--- src/rtl/ld_clr_counter.sv ---
module ld_clr_counter #(
  parameter int WIDTH = 8
) (
  input  logic             clk,
  input  logic             en,
  input  logic             ld,
  input  logic             clr,
  input  logic [WIDTH-1:0] ld_data,
  output logic [WIDTH-1:0] q,
  output logic             carry_out
);

  logic [WIDTH:0]   chain;
  logic [WIDTH-1:0] sum;
  logic [WIDTH-1:0] picked;
  logic [WIDTH-1:0] nxt;

  assign chain[0] = en;

  for (genvar i = 0; i < WIDTH; i++) begin : g_bit
    assign sum[i]     = q[i] ^ chain[i];
    assign chain[i+1] = q[i] & chain[i];
  end

  assign picked    = ld ? ld_data : sum;
  assign nxt       = picked & {WIDTH{~clr}};
  assign carry_out = chain[WIDTH];

  always_ff @(posedge clk) q <= nxt;

endmodule

--- config.mk ---
export PLATFORM = sky130hd
export DESIGN_NAME = ld_clr_counter
export DESIGN_NICKNAME = d
export VERILOG_FILES = /design/src/rtl/ld_clr_counter.sv
export SDC_FILE = /design/constraint.sdc
export NUM_CORES = 1
export LEC_CHECK = 0
export CAP_MARGIN = 20
export CORE_AREA = 5 5 42 44
export DETAILED_ROUTE_END_ITERATION = 8
export DIE_AREA = 0 0 47 49
export GPL_TIMING_DRIVEN = 1
export RECOVER_POWER = 50
export REMOVE_ABC_BUFFERS = 1
export SYNTH_ARGS = -nofsm -noshare
export SYNTH_HDL_FRONTEND = slang
export SYNTH_SLANG_ARGS = --single-unit
--- constraint.sdc ---
create_clock -name clk -period 2.59 [get_ports clk]
set_input_delay 0.518 -clock clk [delete_from_list [all_inputs] [get_ports clk]]
set_output_delay 0.518 -clock clk [all_outputs]
set_load 0.01 [all_outputs]
* After elaboration in Yosys (flattened, before gate mapping) *
Index checks and enable logic that the tools add are counted.

operators by class
  mux-type cells = 1
  bitwise logic cells = 18

operators by type and width
  kind               count
  1-bit bitwise AND  8
  8-bit bitwise AND  1
  8-bit two-way mux  1
  1-bit XOR          8
  1-bit NOT          1

storage, ports and cells
  flip-flop bits (word level) = 8
  logic and storage cells = 20

* Logic depth before layout (Yosys ltp) *
  word-level depth = 10
  gate-level depth with buffers = 10
  depth with buffers taken out = 10

* Worst setup path before layout *
Ideal clock, no wire load.

  path kind = input to output
  start point = input port en
  end point = output port carry_out
  arrival = 1.927 ns
  data required time = 2.072 ns
  setup slack = 0.145 ns
  stages on the path = 8
  path buffers = 0
  path through = ha_1 ha_1 ha_1 ha_1 ha_1 ha_1 ha_1 ha_1

on the way
  cells in the longest elaborated chain, start to end = 8

ends and longest elaborated chain
  what                             line  source
  from (decl)                      5     input logic en,
  1-bit bitwise AND (8 in series)  22    assign chain[i+1] = q[i] & chain[i];
  to (decl)                        10    output logic carry_out

Every way passes these cells.

* Worst setup path in the final report *
Same ends and word-level chain as after synthesis.

==> results.toml <==
[status]
outcome = "complete, no violations"

[final_layout]
largest_register_ffs = 8
layout_common_cells = "15 x clkdlybuf4s50_1, 8 x mux2i_1, 8 x nor2_1, 8 x dfxtp_1, 7 x ha_4"
final_net_count = 77
final_common_cell = "clkdlybuf4s50_1"
reg_top3 = "q: 8 flops"
area_growth_pct = 81.5
top_register = "q"
diodes = 0
drive_above_1_share_pct = 23.6

[grt]
grt_max_degree = 9
antenna_found_initial = 0
grt_overflow_total = 0
grt_pass1_vias = 322
grt_usage_pct = 8.19
grt_pass1_wl_um = 1280

[routing]
wl_met2_um = 376
met1_length_um = 308
drc = 0
top_layer = "met3"
routed_via_density = 4.45
firstDrtPassIters = 1
drt_iter0_markers = 0
dr_wl_met3_um = 137
wl_per_cell_um = 11.6
ant_nets = 0
wl_um = 822
via_count = 316

[sta]
rsz0062_at_grt = "false"
whs_ns = 0.658
finalSetupTns_ns = 0
finalMaxSlewViolations = 0
timing.final.hold_violations = 0
max_slew.worst_pin.slew_ns = 0.497
fin_skew_ns = 0.000513
fin_ws_ns = 0.111
finalSetupViolCount = 0
slew_headroom_pct = 66.8
finalCriticalPeriod_ns = 2.48
maxClockFrequency_mhz = 403
fin_crit_sh_pct = 95.7

[pwr]
p_sw_share_pct = 23.2
comb_power_share_pct = 21.0
power.total_uw = 292
leakage_uw = 0.000289
intPower_uw = 224
p_sw_uw = 67.7
clkPwrFrac_pct = 31.1
seq_power_share_pct = 47.9
power.density_mw_per_mm2 = 417
peakVddDrop_uv = 266

[yosys]
synthSimpleGateAreaFrac_pct = 7.79
mappedNetlistArea_um2 = 385
ys_seq_area_share_pct = 41.6
synth_top_family_by_area = "adder cells"
syn_avg_cell_area_um2 = 11.3
synth_top_area_cell = "dfxtp_1"
synth_compound_area_share_pct = 0
netlist.area_leader.share_pct = 41.6
synthCells = 34
ys_top_cells_by_area = "dfxtp_1 42%, ha_1 26%, mux2i_1 21%"
yosysWarnings = 0
synth-xor-area-share_pct = 0
ys_seq_elements = 8
ys_types = 6
yosys.area_share.adder_pct = 26.0
synthMuxAreaShare_pct = 20.8

[setup_path]
cpMaxStageDelayCell = "ha_2"
path_depth = 10
regToRegEndpoint = "q[7]"
worst-setup-path-type = "input pin to primary output"
cp-start-kind = "input pin"
cp_common_cell = "ha_4"
crit_start = "en"
reg2reg_from = "q[0]"
crit_required_ns = 2.07
worstPathCellList = "clkbuf_2 -> ha_2 -> ha_4 -> ha_4 -> ha_4 -> ha_4 -> ha_4 -> ha_4 -> ha_4 -> buf_6"
critPathMaxStageDelay_ns = 0.18
cp_max_fo = 1
cp.arrival_ns = 1.96
end_kind = "primary output"
ff2ff_setup_slack_ns = 0.69
r2r_cells = 10
cp.buffers_inverters = 2
crit_end = "carry_out"
critPathTopFamily = "adder cells"

[floorplan]
start_util_pct = 27.5
die_area_mm2 = 0.00230
floorplan.die.width_um = 47
core_mm2 = 0.00140
floorplan.die.height_um = 49
rows = 14
num_io_pins = 21

[placement]
post-place-ws_ns = -0.796
io_buffers = 20
gp_congestion = 0.587

[clock_tree]
h-tree-depth = 1
root_buffer = "clkbuf_4"
clk_pin_slew_ns = 0.05
post_cts_buffers = 0
clk_latency_ns = 0.25
cts_tree = "yes"
numCtsBuffers = 3
clkSinkCount = 8
cts.path.max_buffers = 2
cts_hold_buf = 0

[job]
cap_violations = 0

[hold_path]
hp-class = "flip-flop to flip-flop"
-- cells in the mapped netlist --
master,instances
dfxtp_1,8
buf_1,1
mux2i_1,8
nor2_1,8
ha_1,8
buf_6,1
-- layout make-up --
| cell class | count | area, um^2 |
|---|---|---|
| Multi-Input combinational cell | 24 | 300 |
| Tap cell | 16 | 20.0 |
| Clock buffer | 3 | 22.5 |
| Timing Repair Buffer | 20 | 196 |
| Fill cell | 152 | 702 |
| Sequential cell | 8 | 160 |
-- worst min path at each step --
stage | cells after the start | to | from | slack, ns
after floorplan | 1 | q[0] | clr | 0.59
after global placement | 3 | q[5] | q[5] | 0.60
after detailed placement | 3 | q[5] | q[5] | 0.61
after CTS | 3 | q[5] | q[5] | 0.65
after global routing | 4 | q[0] | en | 0.65
final | 3 | q[0] | q[0] | 0.66
-- logic make-up after synthesis --
kind of cell | count (synthesis)
multiplexers | 8
adder cells (fa/ha/maj) | 8
AND/OR/NAND/NOR | 8
flip-flops | 8
buffers and inverters | 2
-- per-layer routing --
layer	track usage, %	vias up
met2	10.4	16
met4	6.91	0
met5	0	-
met3	6.27	0
met1	8.43	142
li1	-	158
-- timing repair --
action                     4_1_cts  5_1_grt
setup endpoints to repair        1        1
gates resized for setup         22        1
pin swaps                        4        3
-- through the flow --
step	utilization, %	area, um^2	cells
2_1_floorplan	-	370	32
3_3_place_gp	42.1	591	68
3_5_place_dp	42.1	591	68
4_1_cts	50.3	704	71
5_1_grt	49.9	699	71
6_report	49.9	699	71
-- power by group through the flow --
stage / logic [uW] / registers, uW / clock network, uW
after global placement: 59.9 / 139 / 0
after global routing: 67.7 / 140 / 105
after floorplan: 16.0 / 142 / 0
final: 61.2 / 140 / 90.7
after CTS: 64.3 / 139 / 97.5
after detailed placement: 60.7 / 139 / 0
-- worst reg2reg max path, stage by stage (launching register included) --
cell and delay (ns):
dfxtp_1 0.31, ha_2 0.19, ha_4 0.16, ha_4 0.15
ha_4 0.15, ha_4 0.15, ha_4 0.16, ha_4 0.15
ha_4 0.20, mux2i_1 0.12, nor2_1 0.05
(Power assumes the default switching activity.)
